===== src/rtl/cl_pkg.sv =====
package cl_pkg;
  typedef enum logic [1:0] {
    LD_NOW   = 2'b00,
    LD_ZERO  = 2'b01,
    LD_SPLIT = 2'b10,
    LD_TOP   = 2'b11
  } ld_mode_e;

  localparam logic [1:0] CM_UPDOWN = 2'b11;

  // Lead channel of channel ch under grouping grp.
  function automatic int unsigned lead_of(int unsigned ch, logic [1:0] grp,
                                          int unsigned nch);
    int unsigned l;
    case (grp)
      2'b00:   l = ch;
      2'b01:   l = (ch == 0) ? 0 : ((ch - 1) / 2) * 2 + 1;
      2'b10:   l = (ch == 0) ? 0 : ((ch - 1) / 3) * 3 + 1;
      default: l = 1;
    endcase
    if (l >= nch) l = ch;
    return l;
  endfunction
endpackage


===== src/rtl/cl_evt_gen.sv =====
module cl_evt_gen #(
  parameter int CW = 16
) (
  input  logic          clk,
  input  logic          rst_n,
  input  logic [CW-1:0] cnt_val,
  input  logic [CW-1:0] top_val,
  output logic          zero_p,
  output logic          top_p
);
  logic at_zero, at_top, zero_q, top_q;

  assign at_zero = (cnt_val == '0);
  assign at_top  = (cnt_val == top_val);

  // Flags start set so a counter parked at reset fires nothing.
  always_ff @(posedge clk) begin
    if (!rst_n) begin
      zero_q <= 1'b1;
      top_q  <= 1'b1;
    end else begin
      zero_q <= at_zero;
      top_q  <= at_top;
    end
  end

  assign zero_p = at_zero && !zero_q;
  assign top_p  = at_top && !top_q;
endmodule


===== src/rtl/cl_chan.sv =====
module cl_chan #(
  parameter int CW = 16
) (
  input  logic          clk,
  input  logic          rst_n,
  input  logic          wr,
  input  logic [CW-1:0] wdata,
  input  logic          imm,
  input  logic          load,
  input  logic [CW-1:0] cnt_val,
  output logic [CW-1:0] latch_q,
  output logic          eq
);
  logic [CW-1:0] ccr_q;
  logic          take;

  assign take = imm ? wr : load;

  always_ff @(posedge clk) begin
    if (!rst_n) begin
      ccr_q   <= '0;
      latch_q <= '0;
    end else begin
      if (wr)   ccr_q   <= wdata;
      if (take) latch_q <= wr ? wdata : ccr_q;
    end
  end

  assign eq = (cnt_val == latch_q);
endmodule


===== src/rtl/cmp_latch_bank.sv =====
module cmp_latch_bank
  import cl_pkg::*;
#(
  parameter int NCH = 7,
  parameter int CW  = 16
) (
  input  logic              clk,
  input  logic              rst_n,
  input  logic [NCH-1:0]    wr_en,
  input  logic [NCH*CW-1:0] wr_data,
  input  logic [2*NCH-1:0]  ld_mode,
  input  logic [1:0]        grp_sel,
  input  logic [CW-1:0]     cnt_val,
  input  logic [1:0]        cnt_mode,
  input  logic              cnt_dn,
  output logic [NCH*CW-1:0] latch_val,
  output logic [NCH-1:0]    eq_hit
);
  localparam int IW = (NCH > 1) ? $clog2(NCH) : 1;

  logic           zero_p, top_p, top_ok;
  logic [NCH-1:0] evt, ld, imm;

  cl_evt_gen #(.CW(CW)) u_evt (
    .clk(clk), .rst_n(rst_n), .cnt_val(cnt_val),
    .top_val(latch_val[CW-1:0]), .zero_p(zero_p), .top_p(top_p)
  );

  assign top_ok = (cnt_mode == CM_UPDOWN) && !cnt_dn;

  // Event each channel would request as a group lead.
  always_comb begin
    for (int j = 0; j < NCH; j++) begin
      case (ld_mode_e'(ld_mode[2*j +: 2]))
        LD_ZERO:  evt[j] = zero_p;
        LD_SPLIT: evt[j] = (cnt_mode == CM_UPDOWN) ? (top_p && top_ok) : zero_p;
        LD_TOP:   evt[j] = top_p;
        default:  evt[j] = 1'b0;
      endcase
    end
  end

  // Route the lead's event and mode to each member.
  always_comb begin
    for (int i = 0; i < NCH; i++) begin
      logic [IW-1:0] l;
      l      = IW'(lead_of(i, grp_sel, NCH));
      ld[i]  = evt[l];
      imm[i] = (ld_mode[2*l +: 2] == LD_NOW);
    end
  end

  for (genvar g = 0; g < NCH; g++) begin : g_ch
    cl_chan #(.CW(CW)) u_ch (
      .clk(clk), .rst_n(rst_n),
      .wr(wr_en[g]), .wdata(wr_data[g*CW +: CW]),
      .imm(imm[g]), .load(ld[g]), .cnt_val(cnt_val),
      .latch_q(latch_val[g*CW +: CW]), .eq(eq_hit[g])
    );
  end
endmodule


===== config.mk =====
export PLATFORM = sky130hd
export DESIGN_NAME = cmp_latch_bank
export DESIGN_NICKNAME = d
export VERILOG_FILES = /design/src/rtl/cl_pkg.sv /design/src/rtl/cl_evt_gen.sv /design/src/rtl/cl_chan.sv /design/src/rtl/cmp_latch_bank.sv
export SDC_FILE = /design/constraint.sdc
export NUM_CORES = 1
export LEC_CHECK = 0
export ABC_AREA = 1
export BUFFER_PORTS_ARGS = -buffer_cell sky130_fd_sc_hd__buf_4
export CORE_MARGIN = 2
export CORE_UTILIZATION = 40
export DETAILED_ROUTE_END_ITERATION = 10
export GPL_ROUTABILITY_DRIVEN = 0
export GPL_TIMING_DRIVEN = 0
export PLACE_DENSITY = 0.64
export SLEW_MARGIN = 20
export SYNTH_ARGS = -nofsm -noshare
export SYNTH_HDL_FRONTEND = slang
export SYNTH_HIERARCHICAL = 1
export SYNTH_SLANG_ARGS = --single-unit

===== constraint.sdc =====
create_clock -name clk -period 2.74 [get_ports clk]
set_clock_uncertainty 0.15 [all_clocks]
set_input_delay 0.685 -clock clk [delete_from_list [all_inputs] [get_ports clk]]
set_output_delay 0.685 -clock clk [all_outputs]
set_load 0.02 [all_outputs]

==> impl_metrics.json, run 1 <==
{
  "outcome": "complete, no violations",
  "worstSetupPathDepth": 23,
  "critical_path_buf_inv_count": 7,
  "cts_hold_repair.buffers": 0,
  "clock-sinks": 226,
  "cts.clk_slew.worst_paths_ns": 0.06,
  "path_cells": "buf_6, inv_1, nand2_1, nand2_1, nor2_1, nand2_1, nor2_1, nand2_1, nor2_4, inv_2, a21oi_1, o21ai_0, nand2_1, nand2_1, nand2_2, inv_2, nand2_2, inv_2, o21ai_4, buf_12, buf_8, nor2_1, a211oi_2",
  "cts_buffer_depth": 3,
  "initial_utilization": 0.4053,
  "antenna_violations_before_repair": 3,
  "gr-total-overflow": 0,
  "floorplan.die_area_um2": 29510,
  "clock_tree_from_tritoncts": "built",
  "drc_errors": 0,
  "postSynth.asyncResetShare": 0,
  "worstPathRequired_ns": 3.02,
  "syn-mean-instance-area_um2": 7.242,
  "n_fill_cell": 2706,
  "core_region_area_um2": 27780,
  "ys_seq_elements": 226,
  "max_ir_drop_vdd_mv": 0.4584,
  "synth_enable_flop_cells": 0,
  "period_needed_ns": 2.679,
  "top_level_ports": 275,
  "timing.slew.headroom": 0.4802,
  "die_height_um": 171.8,
  "drt_first_pass_iters": 5,
  "first_global_vias": 9844,
  "grt.met1_usage": 0.3086,
  "violation_count_after_the_first_detailed_route_iteration": 712,
  "floorplan.die.width_um": 171.8,
  "min_path_type": "input pin to flip-flop",
  "max_slew.worst_pin.slew_ns": 0.7796,
  "cts-htree-levels": 1,
  "cp_top_family": "simple AND/OR/NAND/NOR gates",
  "post_synth_num_cell_types": 29,
  "multi_input_comb_area_um2": 5583,
  "layout_common_cells": "374 x nand2_1, 276 x buf_4, 275 x nor2_1, 237 x inv_1, 210 x dfxtp_1",
  "most_used_routing_layer_in_global_routing": "met2",
  "critical_path.startpoint_type": "input pin",
  "numPortBuffers": 272,
  "cell_count_after_synthesis": 1555,
  "r2r_cells": 22,
  "synthFlopType": "dfxtp_1",
  "total_number_of_vias": 10880,
  "finalCritPeriodShare": 0.9776,
  "grt_max_degree": 18,
  "path_common_cell": "nand2_1",
  "global_route.usage.met3": 0.05131,
  "gr-usage-all-layers": 0.2276,
  "maximum_achievable_frequency_ghz": 0.3733,
  "netlist_top_cells_area": "dfxtp_1 40%, nand2_1 13%, a211oi_2 11%, nor2_1 9.4%, inv_1 8.1%",
  "wl_per_cell_um": 15.81,
  "grt_setup_unrepaired": "true",
  "layout.core_utilization": 0.5491,
  "leakage_nw": 7.175,
  "finalSetupViolCount": 0,
  "synth_sequential_area_ratio": 0.4018,
  "min_delay_path_depth": 2,
  "synth_nets": 1711,
  "hold_viol_final": 0,
  "rows": 61,
  "timing.reg2reg.setup_slack_ns": 0.09,
  "most_common_cell_after_layout_fill_and_taps_aside": "nand2_1",
  "post-synth-top-area-cell": "dfxtp_1",
  "cts_root_buffer": "clkbuf_16",
  "yosys_warnings": 6,
  "synthToLayoutAreaGrowth_pct": 35.47,
  "powerDensity_nw_per_um2": 606.3,
  "type_of_the_worst_setup_path": "input pin to flip-flop",
  "grt_pass1_wl_um": 52250,
  "hold-worst-slack_ns": 0.3133,
  "timing_max_transition_violations_final": 0,
  "clock_latency_ns": 0.52,
  "cts_inserted_buffers": 25,
  "dp_hpwl_um": 25460,
  "crit_path_top_delay_cell": "buf_6",
  "net_count_of_the_finished_layout": 2035,
  "detail_route.wirelength_um": 35920,
  "synth.top_cell.area_share": 0.4018,
  "post_drt_via_cell_ratio": 4.788,
  "worstPathMaxFanout": 16,
  "ant_nets": 0,
  "grt_util_met2": 0.3662,
  "cp_data_arrival_time_ns": 2.96,
  "maxCapViolations": 0,
  "post_route_cells_drive_above_1_share": 0.2828,
  "setup.worst_path.end_class": "flip-flop",
  "seq_area_um2": 4577,
  "design_power_total_mw": 9.250,
  "biggest_cell_delay_along_the_critical_path_ns": 0.19,
  "netlist_area_before_placement_um2": 11260
}
==> report_power, final <==
part	switching, mW	leakage (nW)	internal (mW)
Clock	1.33	0.393	1.98
Sequential	0.223	1.88	3.57
Combinational	1.21	4.90	0.943
Total	2.76	7.18	6.49
==> sequential cells by signal (all words and copies together), names as in the netlist <==
| signal | count |
|---|---|
| g_ch.u_ch/ccr_q | 112 |
| g_ch.u_ch/latch_q | 112 |
| u_evt/top_q | 1 |
| u_evt/zero_q | 1 |
==> cell usage after synthesis (all sizes together) (5+ instances only) <==
| library cell | n |
|---|---|
| nand2 | 384 |
| nor2 | 283 |
| inv | 244 |
| dfxtp | 226 |
| o21ai | 129 |
| a211oi | 112 |
| xnor2 | 77 |
| buf | 44 |
| clkbuf | 21 |
| nand3 | 10 |
| a21oi | 5 |
| nand4 | 5 |
==> per-stage QoR <==
| stage | area [um^2] | cells | setup TNS, ns | worst slack [ns] |
|---|---|---|---|---|
| 2_1_floorplan | 11260 | 1555 | 0 | 0.08108 |
| 3_3_place_gp | 13780 | 2205 | -68.51 | -0.7578 |
| 3_5_place_dp | 13780 | 2205 | -70.65 | -0.7786 |
| 4_1_cts | 14650 | 2245 | 0 | 0.005235 |
| 5_1_grt | 15250 | 2271 | -5.990 | -0.1333 |
| 6_report | 15250 | 2272 | 0 | 0.06134 |
==> routing by layer <==
metal	up-vias	share of wire
met3	55	0.085
met5	-	0
met4	0	0.018
met1	5021	0.44
li1	5461	-
met2	341	0.46
==> path summary, 6_finish.rpt <==
path,start,end
setup / recovery,cnt_val[0],g_ch[5].u_ch/latch_q[0]$_SDFFE_PN0P_
hold / removal,rst_n,u_evt/top_q$_SDFF_PN1_
setup reg to reg,g_ch[0].u_ch/latch_q[3]$_SDFFE_PN0P_,g_ch[5].u_ch/latch_q[0]$_SDFFE_PN0P_
hold reg to reg,g_ch[2].u_ch/ccr_q[15]$_SDFF_PN0_,g_ch[2].u_ch/ccr_q[15]$_SDFF_PN0_
==> repair_timing <==
action / CTS / global route
resized for setup: 25 / 107
pin swaps: 0 / 13
setup endpoints to repair: 91 / 107
buffers inserted: 0 / 17
gates cloned: 0 / 8
hold endpoints to repair: 0 / 0
==> worst register-to-register path: cells and delay by family, from the launching register on <==
| kind | cells | cell delay (ns) |
|---|---|---|
| buffers and inverters | 6 | 0.49 |
| AOI/OAI and AO/OA | 4 | 0.49 |
| and+or+nand+nor | 12 | 1.05 |
| DFF | 1 | 0.36 |
==> cells by family (layout without fill, tap and decap cells) <==
| kind of cell | Yosys count | after routing | synth area share |
|---|---|---|---|
| simple gates | 691 | 691 | 0.2379 |
| buf+inv | 309 | 646 | 0.1160 |
| compound gates | 252 | 252 | 0.1844 |
| flops | 226 | 226 | 0.4018 |
| xor+xnor | 77 | 77 | 0.05989 |
| other cells | 0 | 2 | 0 |
==> final cells by class <==
cell class	instances	area share
clock inverters	6	0.005495
plain buffers	65	0.03018
diodes	2	0.0003281
repair buffers	297	0.1604
well taps	378	0.03100
flip-flops and latches	226	0.3000
multi-input cells	1020	0.3660
inverters	244	0.06004
clock buffers	34	0.04651
No activity file was read; power rests on OpenSTA's default activity.
==> run 2, diff against run 1 <==
--- a/config.mk
+++ b/config.mk
@@ -12,9 +12,7 @@
 export DETAILED_ROUTE_END_ITERATION = 10
 export GPL_ROUTABILITY_DRIVEN = 0
 export GPL_TIMING_DRIVEN = 0
-export PLACE_DENSITY = 0.64
-export SLEW_MARGIN = 20
+export PLACE_DENSITY = 0.65
 export SYNTH_ARGS = -nofsm -noshare
 export SYNTH_HDL_FRONTEND = slang
-export SYNTH_HIERARCHICAL = 1
 export SYNTH_SLANG_ARGS = --single-unit
==> impl_metrics.json, run 2 <==
{
  "setup.worst_path.end_class": "output pin",
  "top_regs": "g_ch.u_ch.ccr_q: 112 flops, g_ch.u_ch.latch_q: 112 flops",
  "core_region_area_um2": 25840,
  "cp_data_arrival_time_ns": 1.99,
  "crit_path_top_delay_cell": "or4_4",
  "timing.reg2reg.setup_slack_ns": 0.22,
  "seqPwrFrac": 0.428,
  "postSynth.asyncResetShare": 0,
  "synth.top_cell.area_share": 0.4337,
  "ys_top_cells_by_count": "239 x nor2_1, 226 x dfxtp_1, 169 x nand2_1, 112 x mux2i_1, 76 x xnor2_1",
  "detail_route.wirelength_um": 35480,
  "power.internal_mw": 6.192,
  "post_drt_via_cell_ratio": 5.044,
  "post_route_cells_drive_above_1_share": 0.2822,
  "n_fill_cell": 2468,
  "min_from": "wr_data[111]",
  "drt_first_pass_iters": 5,
  "synth_nets": 1423,
  "cts_buffer_depth": 3,
  "max_slew.worst_pin.slew_ns": 0.9906,
  "antennaDiodeCount": 0,
  "numPortBuffers": 252,
  "r2r_cells": 16,
  "cts_root_buffer": "clkbuf_16",
  "netlist_top_cells_area": "dfxtp_1 43%, mux2i_1 11%, nor2_1 8.6%, xnor2_1 6.4%, nand2_1 6.1%",
  "min_delay_path_depth": 3,
  "cts_hold_repair.buffers": 0,
  "timing_max_transition_violations_final": 0,
  "cts_inserted_buffers": 25,
  "timing.hold.worst_endpoint": "g_ch[6].u_ch.ccr_q[15]$_SDFF_PN0_",
  "first_global_vias": 9083,
  "top_level_ports": 275,
  "drc_errors": 0,
  "finalSetupViolCount": 2,
  "total_number_of_vias": 9608,
  "netlist_area_before_placement_um2": 10430,
  "power.switching_mw": 2.520,
  "synthMostInstantiatedCell": "nor2_1",
  "worstPathMaxFanout": 2,
  "critical_path.startpoint_type": "flip-flop",
  "max_ir_drop_vdd_mv": 0.5628,
  "ys_seq_elements": 226,
  "timing.slew.headroom": 0.3396,
  "clock-sinks": 226,
  "worstReg2RegEnd": "g_ch[4].u_ch.latch_q[8]$_SDFFE_PN0P_",
  "cts-htree-levels": 1,
  "layout_common_cells": "265 x buf_4, 236 x nor2_1, 210 x dfxtp_1, 166 x nand2_1, 112 x mux2i_1",
  "grt_pass1_wl_um": 51840,
  "ant_nets": 0,
  "placedInstanceArea_um2": 12740,
  "worstPathRequired_ns": 1.90,
  "floorplan.die.width_um": 165.5,
  "layout.core_utilization": 0.5376,
  "biggest_cell_delay_along_the_critical_path_ns": 0.53,
  "synth_sequential_area_ratio": 0.4337,
  "dp_hpwl_um": 26130,
  "post-synth-top-area-cell": "dfxtp_1",
  "post_synth_num_cell_types": 47,
  "synth_top_family_by_area": "simple AND/OR/NAND/NOR gates",
  "compound_gate_portion_of_the_synthesized_area": 0.09511,
  "cts.clk_slew.worst_paths_ns": 0.07,
  "min_path_type": "input pin to flip-flop",
  "antenna_violations_before_repair": 0,
  "synth_enable_flop_cells": 0,
  "switching_share": 0.2892,
  "cp_top_family": "simple AND/OR/NAND/NOR gates",
  "r2r-start": "g_ch[0].u_ch.latch_q[2]$_SDFFE_PN0P_",
  "maxCapViolations": 0,
  "finalCritPeriodShare": 1.032,
  "grt_max_degree": 14,
  "failed_checks": "setup timing",
  "synth_xor_xnor_area_share": 0.06716,
  "type_of_the_worst_setup_path": "flip-flop to output pin",
  "maximum_achievable_frequency_ghz": 0.3537,
  "final_cell_area_um2": 13890,
  "clock_latency_ns": 0.53,
  "most_common_cell_after_layout_fill_and_taps_aside": "buf_4",
  "seq_area_um2": 4554,
  "outcome": "complete, but fails checks",
  "worstSetupPathDepth": 6,
  "critical_path_buf_inv_count": 2,
  "net_count_of_the_finished_layout": 1709,
  "pwr-share-clk": 0.370,
  "synthSimpleGateAreaFrac": 0.2213,
  "floorplan.die_area_um2": 27390,
  "wl_per_cell_um": 18.62,
  "design_power_total_mw": 8.712,
  "leakage_nw": 6.388,
  "die_height_um": 165.5,
  "rows": 59,
  "synthFlopType": "dfxtp_1",
  "violation_count_after_the_first_detailed_route_iteration": 745,
  "gr-total-overflow": 0,
  "grt_setup_unrepaired": "true",
  "period_needed_ns": 2.827,
  "cell_count_after_synthesis": 1267,
  "gr-usage-all-layers": 0.2502,
  "synth-adder-area-share": 0,
  "post-route-worst-setup-slack_ns": -0.08724,
  "powerDensity_nw_per_um2": 627.2,
  "muxShareOfSynthArea": 0.1075,
  "synthToLayoutAreaGrowth_pct": 33.14,
  "multi_input_comb_area_um2": 5266,
  "path_cells": "xnor2_2, o221ai_2, or4_4, nor3_2, buf_4, buf_6",
  "initial_utilization": 0.4038,
  "syn-mean-instance-area_um2": 8.234,
  "clock_tree_from_tritoncts": "built",
  "power_frac_comb": 0.202,
  "yosys_warnings": 0,
  "hold_viol_final": 0
}
run 2: cell types whose count changed after synthesis, sizes merged, moves of 11 or more:
cell	delta
nand3	+60
nand4	+16
o21ai	-89
buf	+16
clkbuf	+11
nand2	-210
a21boi	+16
inv	-176
mux2i	+112
a211oi	-92
a21oi	+60
nor2	-40
run 2: worst max-delay path by stage:
stage / start / endpoint / slack, ns
3_3_place_gp: cnt_val[13] / eq_hit[6] / -0.78
2_1_floorplan: cnt_val[13] / eq_hit[4] / 0.03
4_1_cts: g_ch[4].u_ch.latch_q[6]$_SDFFE_PN0P_ / eq_hit[4] / -0.20
6_report: g_ch[4].u_ch.latch_q[6]$_SDFFE_PN0P_ / eq_hit[4] / -0.09
5_1_grt: cnt_val[5] / eq_hit[4] / -0.15
3_5_place_dp: cnt_val[13] / eq_hit[1] / -0.77
run 2: layout make-up:
class | count | area share
multi-input combinational | 880 | 0.3792
sequential | 226 | 0.3279
timing repair buffer | 260 | 0.1442
clock buffer | 35 | 0.05063
buffer | 91 | 0.04207
tap | 335 | 0.03018
inverter | 69 | 0.02018
clock inverter | 9 | 0.005675
run 2: logic make-up after synthesis:
kind of cell,after synthesis
flip-flops,226
AO/OA/AOI/OAI,161
multiplexers,112
buffers and inverters,161
AND/OR/NAND/NOR,527
XOR/XNOR,80
run 2: metrics by stage:
stage / hold WS, ns / std cells / setup WS (ns) / TNS, ns
6_report: 0.2749 / 1905 / -0.08724 / -0.1137
5_1_grt: 0.2834 / 1905 / -0.1538 / -0.3224
4_1_cts: 0.2599 / 1902 / -0.2037 / -0.4076
3_5_place_dp: 0.3260 / 1854 / -0.7694 / -52.15
3_3_place_gp: 0.3141 / 1854 / -0.7816 / -48.41
2_1_floorplan: 0.3000 / 1267 / 0.03440 / 0
run 2: power groups by stage:
| stage | clock, mW | sequential (mW) | combinational, mW |
|---|---|---|---|
| 2_1_floorplan | 0 | 3.91 | 0.882 |
| 3_3_place_gp | 0 | 3.79 | 1.67 |
| 3_5_place_dp | 0 | 3.79 | 1.70 |
| 4_1_cts | 3.28 | 3.72 | 1.73 |
| 5_1_grt | 3.41 | 3.75 | 1.92 |
| 6_report | 3.22 | 3.73 | 1.76 |
run 2: tightest hold or removal path, stage by stage:
cell and delay, ns:
buf_4 0.08, mux2i_1 0.08, nor2_1 0.08
run 2: routing by layer:
layer / part of all wire / track usage / up-vias / routed length (um)
met5: 0 / 0 / - / 0
met4: 0.020 / 0.05290 / 0 / 706
met3: 0.097 / 0.06169 / 44 / 3438
met2: 0.46 / 0.4174 / 354 / 16190
met1: 0.43 / 0.3284 / 4473 / 15140
li1: - / - / 4737 / -
run 2: timing repair:
item / in CTS / in global routing
pin swaps: 7 / 16
setup endpoints to repair: 9 / 43
buffers inserted: 4 / 4
resized for setup: 42 / 44
